$ cat config.mk
export PLATFORM = sky130hd
export DESIGN_NAME = beat_seq_top
export DESIGN_NICKNAME = d
export VERILOG_FILES = /design/src/rtl/beat_pkg.sv /design/src/rtl/beat_sequencer.sv /design/src/rtl/beat_decoder.sv /design/src/rtl/addshift_mul.sv /design/src/rtl/beat_seq_top.sv
export SDC_FILE = /design/constraint.sdc
export NUM_CORES = 1
export LEC_CHECK = 0
export ABC_AREA = 1
export ABC_CLOCK_PERIOD_IN_PS = 4600
export BUFFER_PORTS_ARGS = -buffer_cell sky130_fd_sc_hd__buf_2
export CORE_ASPECT_RATIO = 0.9
export CORE_MARGIN = 5
export CORE_UTILIZATION = 35
export DETAILED_ROUTE_END_ITERATION = 7
export GPL_ROUTABILITY_DRIVEN = 0
export MAX_ROUTING_LAYER = met4
export PLACE_DENSITY_LB_ADDON = 0.3
export SLEW_MARGIN = 20
export SYNTH_ARGS = -nofsm -noshare
export SYNTH_HDL_FRONTEND = slang
export SYNTH_SLANG_ARGS = --single-unit
$ cat constraint.sdc
create_clock -name clk -period 4.6 [get_ports clk]
set_clock_uncertainty 0.1 [all_clocks]
set_input_delay 1.15 -clock clk [delete_from_list [all_inputs] [get_ports clk]]
set_output_delay 1.15 -clock clk [all_outputs]
set_load 0.02 [all_outputs]
$ cat src/rtl/beat_pkg.sv
package beat_pkg;
  typedef enum logic [1:0] {
    PH_IDLE  = 2'd0,
    PH_FETCH = 2'd1,
    PH_OPND  = 2'd2,
    PH_EXEC  = 2'd3
  } phase_e;
endpackage

$ cat src/rtl/beat_sequencer.sv
module beat_sequencer
  import beat_pkg::*;
#(
  parameter int N     = 8,
  parameter int BEATS = 4,
  localparam int BW   = $clog2(BEATS),
  localparam int CW   = $clog2(N + 1)
) (
  input  logic          clk,
  input  logic          rst,
  input  logic          start,
  input  logic          complex_op,
  input  logic [CW-1:0] iter_count,
  output phase_e        phase_o,
  output logic [BW-1:0] beat_idx_o,
  output logic          central_on_o,
  output logic          local_o,
  output logic          load_o,
  output logic          done_o
);
  localparam logic [BW-1:0] LAST = BW'(BEATS - 1);

  phase_e        phase_q;
  logic [BW-1:0] beat_q;
  logic          loc_q, cplx_q, done_q;
  logic [CW-1:0] lcnt_q, k_q, k_eff;

  // zero or out-of-range counts fall back to the full width
  assign k_eff = (iter_count == '0 || int'(iter_count) > N) ? CW'(N) : iter_count;

  always_ff @(posedge clk) begin
    if (rst) begin
      phase_q <= PH_IDLE;
      beat_q  <= '0;
      loc_q   <= 1'b0;
      lcnt_q  <= '0;
      cplx_q  <= 1'b0;
      k_q     <= '0;
      done_q  <= 1'b0;
    end else begin
      done_q <= 1'b0;
      unique case (phase_q)
        PH_IDLE: begin
          if (start) begin
            phase_q <= PH_FETCH;
            beat_q  <= '0;
            cplx_q  <= complex_op;
            k_q     <= k_eff;
          end
        end
        PH_FETCH, PH_OPND: begin
          if (beat_q == LAST) begin
            phase_q <= phase_e'(phase_q + 2'd1);
            beat_q  <= '0;
          end else begin
            beat_q <= beat_q + 1'b1;
          end
        end
        PH_EXEC: begin
          if (loc_q) begin
            if (lcnt_q == CW'(1)) begin
              loc_q  <= 1'b0;
              beat_q <= BW'(1);
            end else begin
              lcnt_q <= lcnt_q - 1'b1;
            end
          end else if (beat_q == '0 && cplx_q) begin
            loc_q  <= 1'b1;
            lcnt_q <= k_q;
          end else if (beat_q == LAST) begin
            phase_q <= PH_IDLE;
            done_q  <= 1'b1;
          end else begin
            beat_q <= beat_q + 1'b1;
          end
        end
        default: phase_q <= PH_IDLE;
      endcase
    end
  end

  assign phase_o      = phase_q;
  assign beat_idx_o   = beat_q;
  assign central_on_o = (phase_q != PH_IDLE) && !loc_q;
  assign local_o      = loc_q;
  assign load_o       = (phase_q == PH_IDLE) && start && complex_op;
  assign done_o       = done_q;
endmodule

$ cat src/rtl/beat_decoder.sv
module beat_decoder #(
  parameter int BEATS = 4,
  localparam int BW   = $clog2(BEATS)
) (
  input  logic [BW-1:0]    idx,
  input  logic             en,
  output logic [BEATS-1:0] vec
);
  for (genvar i = 0; i < BEATS; i++) begin : g_beat
    assign vec[i] = en && (idx == BW'(i));
  end
endmodule

$ cat src/rtl/addshift_mul.sv
module addshift_mul #(
  parameter int N = 8
) (
  input  logic         clk,
  input  logic         rst,
  input  logic         load,
  input  logic         step,
  input  logic [N-1:0] mcand,
  input  logic [N-1:0] mplier,
  output logic [2*N-1:0] product
);
  logic [N-1:0]   mc_q;
  logic [2*N-1:0] p_q;
  logic [N:0]     sum;

  assign sum = {1'b0, p_q[2*N-1:N]} + (p_q[0] ? {1'b0, mc_q} : '0);

  always_ff @(posedge clk) begin
    if (rst) begin
      mc_q <= '0;
      p_q  <= '0;
    end else if (load) begin
      mc_q <= mcand;
      p_q  <= {{N{1'b0}}, mplier};
    end else if (step) begin
      p_q <= {sum, p_q[N-1:1]};
    end
  end

  assign product = p_q;
endmodule

$ cat src/rtl/beat_seq_top.sv
module beat_seq_top
  import beat_pkg::*;
#(
  parameter int N = 8
) (
  input  logic                  clk,
  input  logic                  rst,
  input  logic                  start,
  input  logic                  complex_op,
  input  logic [$clog2(N+1)-1:0] iter_count,
  input  logic [N-1:0]          mcand,
  input  logic [N-1:0]          mplier,
  output logic [3:0]            beat_vec,
  output logic                  local_beat,
  output logic [1:0]            phase,
  output logic                  done,
  output logic [2*N-1:0]        product
);
  localparam int BEATS = 4;
  localparam int BW    = $clog2(BEATS);

  phase_e        ph;
  logic [BW-1:0] idx;
  logic          cen, loc, load;

  beat_sequencer #(.N(N), .BEATS(BEATS)) seq_i (
    .clk(clk), .rst(rst), .start(start), .complex_op(complex_op),
    .iter_count(iter_count), .phase_o(ph), .beat_idx_o(idx),
    .central_on_o(cen), .local_o(loc), .load_o(load), .done_o(done)
  );

  beat_decoder #(.BEATS(BEATS)) dec_i (.idx(idx), .en(cen), .vec(beat_vec));

  addshift_mul #(.N(N)) mul_i (
    .clk(clk), .rst(rst), .load(load), .step(loc),
    .mcand(mcand), .mplier(mplier), .product(product)
  );

  assign local_beat = loc;
  assign phase      = ph;
endmodule

==> results of run 1 <==
-- Yosys cell counts (all sizes together) --
cell,n
nand2,80
nand3,47
inv,44
dfxtp,39
nor2,35
a21oi,24
ha,16
o21ai,13
a31oi,8
buf,8
clkbuf,3
or2,3
a211oi,1
a21boi,1
a22oi,1
clkinv,1
fa,1
nor4,1
or3,1
xor2,1
-- registers in the layout, indices dropped and copies added, names as in the netlist --
name	count
seq_i.done_o	1
seq_i.k_q	4
seq_i.cplx_q	1
seq_i.phase_o	2
seq_i.local_o	1
seq_i.lcnt_q	4
mul_i.product	16
mul_i.mc_q	8
seq_i.beat_idx_o	2
-- path summary, 6_finish.rpt --
kind	depth (start not counted)	start	to	slack [ns]
worst max-delay path	5	seq_i.local_o	beat_vec[0]	1.75
worst max register to register	12	mul_i.product[0]	mul_i.product[13]	2.59
worst min register to register	2	seq_i.k_q[0]	seq_i.k_q[0]	0.37
worst min-delay path	2	seq_i.k_q[0]	seq_i.k_q[0]	0.37
-- metrics by stage --
step / cells / worst slack [ns] / cell area (um^2) / power (W)
3_5_place_dp: 452 / 1.99 / 2520 / 0.000726
6_report: 460 / 1.75 / 2610 / 0.000955
5_1_grt: 460 / 1.63 / 2610 / 0.00103
3_3_place_gp: 452 / 2.04 / 2520 / 0.000724
2_1_floorplan: 328 / 2.10 / 2240 / 0.000648
4_1_cts: 460 / 1.76 / 2610 / 0.000963
-- routing by layer --
metal  global-route usage (%)  vias up  part of all wire (%)
met4                     3.94        0                  0.62
met5                        -        -                     0
met1                     19.0      981                    48
met2                     22.2       63                    45
met3                     2.63        4                   6.6
li1                         -     1142                     -
-- cells by family (layout without fill, tap and decap cells) --
| kind of cell | after synthesis | count (layout) | share of synthesized area [%] |
|---|---|---|---|
| AO/OA/AOI/OAI | 48 | 48 | 11.7 |
| adder cells (fa/ha/maj) | 17 | 17 | 9.84 |
| AND/OR/NAND/NOR | 167 | 167 | 32.6 |
| buffers and inverters | 56 | 101 | 10.6 |
| XOR/XNOR | 1 | 1 | 0.392 |
| flip-flops | 39 | 39 | 34.9 |
-- worst max-delay path, stage by stage, from the launching register on --
cell     delay [ns]
dfxtp_1        0.49
buf_4          0.33
inv_4          0.13
nand2_1        0.14
nor2_1         0.05
buf_2          0.15
-- final cells by class --
| cell class | count | area share [%] |
|---|---|---|
| well taps | 87 | 4.17 |
| inverters | 45 | 6.56 |
| flip-flops and latches | 39 | 29.9 |
| clock buffers | 5 | 2.64 |
| clock inverters | 3 | 0.767 |
| repair buffers | 48 | 9.30 |
| multi-input cells | 233 | 46.7 |
-- where the power goes --
group / leakage (nW) / internal (W) / switching (W) / total (W)
registers: 0.317 / 0.000373 / 0.0000317 / 0.000404
clock network: 0.0402 / 0.000106 / 0.000129 / 0.000235
logic: 0.967 / 0.000107 / 0.000208 / 0.000316
==> impl_metrics.ini, run 1 <==
[synthesis]
syn_area_per_cell_um2 = 6.82
seq_area_frac_synth_pct = 34.9
ys_warn_count = 0
ys_seq_elements = 39
synthTopCellsByArea = dfxtp_1, nand2_1, nand3_1
syn_inst = 328
yosys.area.top_type = dfxtp_1
synth_nets = 369
syn_area_mm2 = 0.00224
synth.top_cell.area_share_pct = 34.9
synth.distinct_cells = 30

[worst_setup_path]
required_ns = 3.35
path_class = reg2out
critPathArrivalTime_ns = 1.60
critPathCaptureType = output port
crit_path_start_kind = register
cp_max_fo = 21

[routing]
via_per_inst = 4.76
drt_first_pass_iters = 4
routed_wl_mm = 5.51
drt_iter0_drc = 232
drc = 0
drtAntennaViolNets = 0
num_vias = 2190
wl_per_cell_um = 12.0

[cells_and_area]
num_antenna_cells = 0
final_layout_size_suffix_gt1_share_pct = 19.0
seq_area_um2 = 781
n_fill_cell = 684
final_cell_mix = nand2_1, buf_2, nand3_1, inv_1, dfxtp_1
area_growth_pct = 16.7
multi_input_area_mm2 = 0.00122
final_nets = 413
fin_util_pct = 42.2
final_common_cell = nand2_1

[floorplanning]
ios = 48
die_area_mm2 = 0.00809
die_h_um = 85.8
initial_core_util_pct = 36.2
placementRows = 27
die_width_um = 94.3
core_mm2 = 0.00618

[clock_network]
cts_setup_buffers = 0
cts_resized = 0
clk_pin_slew_ns = 0.08
insertion_delay_ns = 0.29
root_buffer = clkbuf_8
cts.path.max_buffers = 2
holdBufCountCts = 0
cts_buffers = 5
h-tree-depth = 2
clkSinkCount = 39
cts_tree = done

[sta]
max_freq_mhz = 351
fin_setup_tns_ns = 0
relSlewSlack_pct = 69.8
fin_crit_sh_pct = 62.0
rsz0062_at_grt = false
setup-violations-final = 0
worst_pin_slew_ns = 0.452
min_period_ns = 2.85
worst_hold_slack_ns = 0.368
drv_slew = 0
finalHoldViolations = 0

[global_routing]
grt_usage_pct = 14.3
grt-ovfl-total = 0
grt_pass1_vias = 1957
grt_max_degree = 24
antenna_found_initial = 0
grt_pass1_wl_mm = 9.04

[hold_path]
hp-class = reg2reg

[pwr]
leakage_nw = 1.32
powerDensity_mw_per_mm2 = 366
ir_drop_mv = 0.124

[place]
portBuffers = 47
hpwl_mm = 4.00

[run]
cap_violations = 0

[run_status]
outcome = finished clean
Note: power is estimated with default switching activity, not from simulation.
==> run 2, diff against run 1 <==
--- a/config.mk
+++ b/config.mk
@@ -6,7 +6,7 @@
 export NUM_CORES = 1
 export LEC_CHECK = 0
 export ABC_AREA = 1
-export ABC_CLOCK_PERIOD_IN_PS = 4600
+export ABC_CLOCK_PERIOD_IN_PS = 2500
 export BUFFER_PORTS_ARGS = -buffer_cell sky130_fd_sc_hd__buf_2
 export CORE_ASPECT_RATIO = 0.9
 export CORE_MARGIN = 5
==> constraint.sdc (replaced) <==
create_clock -name clk -period 2.5 [get_ports clk]
set_clock_uncertainty 0.1 [all_clocks]
set_input_delay 0.625 -clock clk [delete_from_list [all_inputs] [get_ports clk]]
set_output_delay 0.625 -clock clk [all_outputs]
set_load 0.02 [all_outputs]
==> impl_metrics.ini, run 2 (synthesis results as in run 1) <==
[worst_setup_path]
cp_max_fo = 4
critPathSlowestCell = dfxtp_1
crit_buf_inv = 3
slowest_delay_ns = 0.38
path_cells = inv_1 > ha_1 > inv_1 > nand2_1 > nor2_1 > buf_2
path_class = reg2out
critPathCaptureType = output port
cpMostUsedCell = inv_1
crit_family = flip-flops
crit_path_start_kind = register
critPathArrivalTime_ns = 1.53
required_ns = 1.77
r2r_slack_ns = 0.56

[sta]
rsz0062_at_grt = false
fin_crit_sh_pct = 90.1
drv_slew = 0
max_freq_mhz = 444
setup-violations-final = 0
relSlewSlack_pct = 77.3
worst_pin_slew_ns = 0.340
min_period_ns = 2.25
fin_setup_tns_ns = 0
finalHoldViolations = 0

[cells_and_area]
fin_util_pct = 42.7
num_antenna_cells = 0
stdcell_count = 461
n_fill_cell = 640
area_growth_pct = 18.1
final_layout_size_suffix_gt1_share_pct = 19.3
final_nets = 414
final_cell_mix = nand2_1, buf_2, nand3_1, inv_1, dfxtp_1
largest_reg_flops = 16
stdcell_area_mm2 = 0.00264
final_common_cell = nand2_1

[global_routing]
grt_pass1_wl_mm = 9.16
grt_max_degree = 27
grt-ovfl-total = 0
antenna_found_initial = 0
grt_usage_pct = 14.4
grt_pass1_vias = 2018

[pwr]
powerDensity_mw_per_mm2 = 706
power_frac_seq_pct = 39.7
netSwitchingPower_w = 0.000683
ir_drop_mv = 0.188
comb_power_share_pct = 31.4
leakage_nw = 1.35
pwr-share-clk_pct = 28.9
internal_power_w = 0.00118
switching_share_pct = 36.6

[routing]
routed_wl_mm = 5.48
via_per_inst = 4.70
wl_per_cell_um = 11.9
num_vias = 2168
drt_iter0_drc = 90
drc = 0
drt_first_pass_iters = 4
drtAntennaViolNets = 0

[clock_network]
clk_pin_slew_ns = 0.08
cts_buffers = 5
insertion_delay_ns = 0.30
cts.path.max_buffers = 2
cts_setup_buffers = 0
holdBufCountCts = 0
clkSinkCount = 39
root_buffer = clkbuf_8
cts_resized = 0
cts_tree = done
h-tree-depth = 2

[floorplanning]
placementRows = 27
die_width_um = 94.3
die_h_um = 85.8
initial_core_util_pct = 36.2
ios = 48
die_area_mm2 = 0.00809
core_mm2 = 0.00618

[place]
hpwl_mm = 3.98
dp_cells = 453
portBuffers = 47
postPlaceCellArea_mm2 = 0.00253

[run_status]
outcome = finished clean

[run]
cap_violations = 0

[hold_path]
hp-class = reg2reg
## run 2: changes by cell type in the layout (fill, tap and decap cells not counted)
| cell | before | now |
|---|---|---|
| clkinv_4 | 0 | 1 |
| bufinv_16 | 0 | 1 |
| clkinvlp_4 | 2 | 0 |
| buf_4 | 1 | 2 |
## run 2: per-stage QoR
stage | power, W | setup WS, ns | hold slack [ns]
finish | 0.00187 | 0.248 | 0.368
floorplan | 0.00119 | 0.530 | 0.339
global placement | 0.00133 | 0.571 | 0.353
detailed placement | 0.00134 | 0.556 | 0.357
CTS | 0.00188 | 0.244 | 0.369
global route | 0.00199 | 0.0802 | 0.381
## run 2: path summary, 6_finish.rpt
check                        start                 to  cells past startpoint
setup / recovery  seq_i.phase_o[0]        beat_vec[3]                      6
hold / removal        seq_i.k_q[0]       seq_i.k_q[0]                      2
setup reg to reg  mul_i.product[0]  mul_i.product[13]                     12
hold reg to reg       seq_i.k_q[0]       seq_i.k_q[0]                      2
## run 2: per-layer routing
layer	wire [um]	global-route usage, %	part of all wire (%)
met1	2750	18.2	50
met2	2400	23.1	44
met3	283	3.60	5.2
met4	46	3.54	0.84
met5	0	-	0
## run 2: area by class of cell
| type | count | area (um^2) | share of cell area (%) |
|---|---|---|---|
| Clock buffer | 5 | 68.8 | 2.60 |
| Clock inverter | 3 | 43.8 | 1.66 |
| Inverter | 45 | 171 | 6.49 |
| Multi-Input combinational cell | 233 | 1220 | 46.1 |
| Sequential cell | 39 | 781 | 29.5 |
| Tap cell | 87 | 109 | 4.12 |
| Timing Repair Buffer | 49 | 250 | 9.47 |
## run 2: power by group through the flow
stage	combinational (W)	sequential (W)	clock, W
final	0.000586	0.000740	0.000539
after floorplan	0.000416	0.000776	0
after CTS	0.000589	0.000740	0.000552
after detailed placement	0.000586	0.000754	0
after global routing	0.000667	0.000751	0.000568
after global placement	0.000579	0.000753	0
## run 2: worst reg2reg max path: stages (launching register included)
cell and delay [ns]:
dfxtp_1 0.41, nand2_1 0.09, inv_1 0.05, ha_1 0.20
fa_1 0.40, nand3_1 0.12, nand2_1 0.07, nand2_1 0.09
nand2_1 0.07, nand2_1 0.06, nand3_1 0.08, nand2_1 0.08
inv_1 0.03
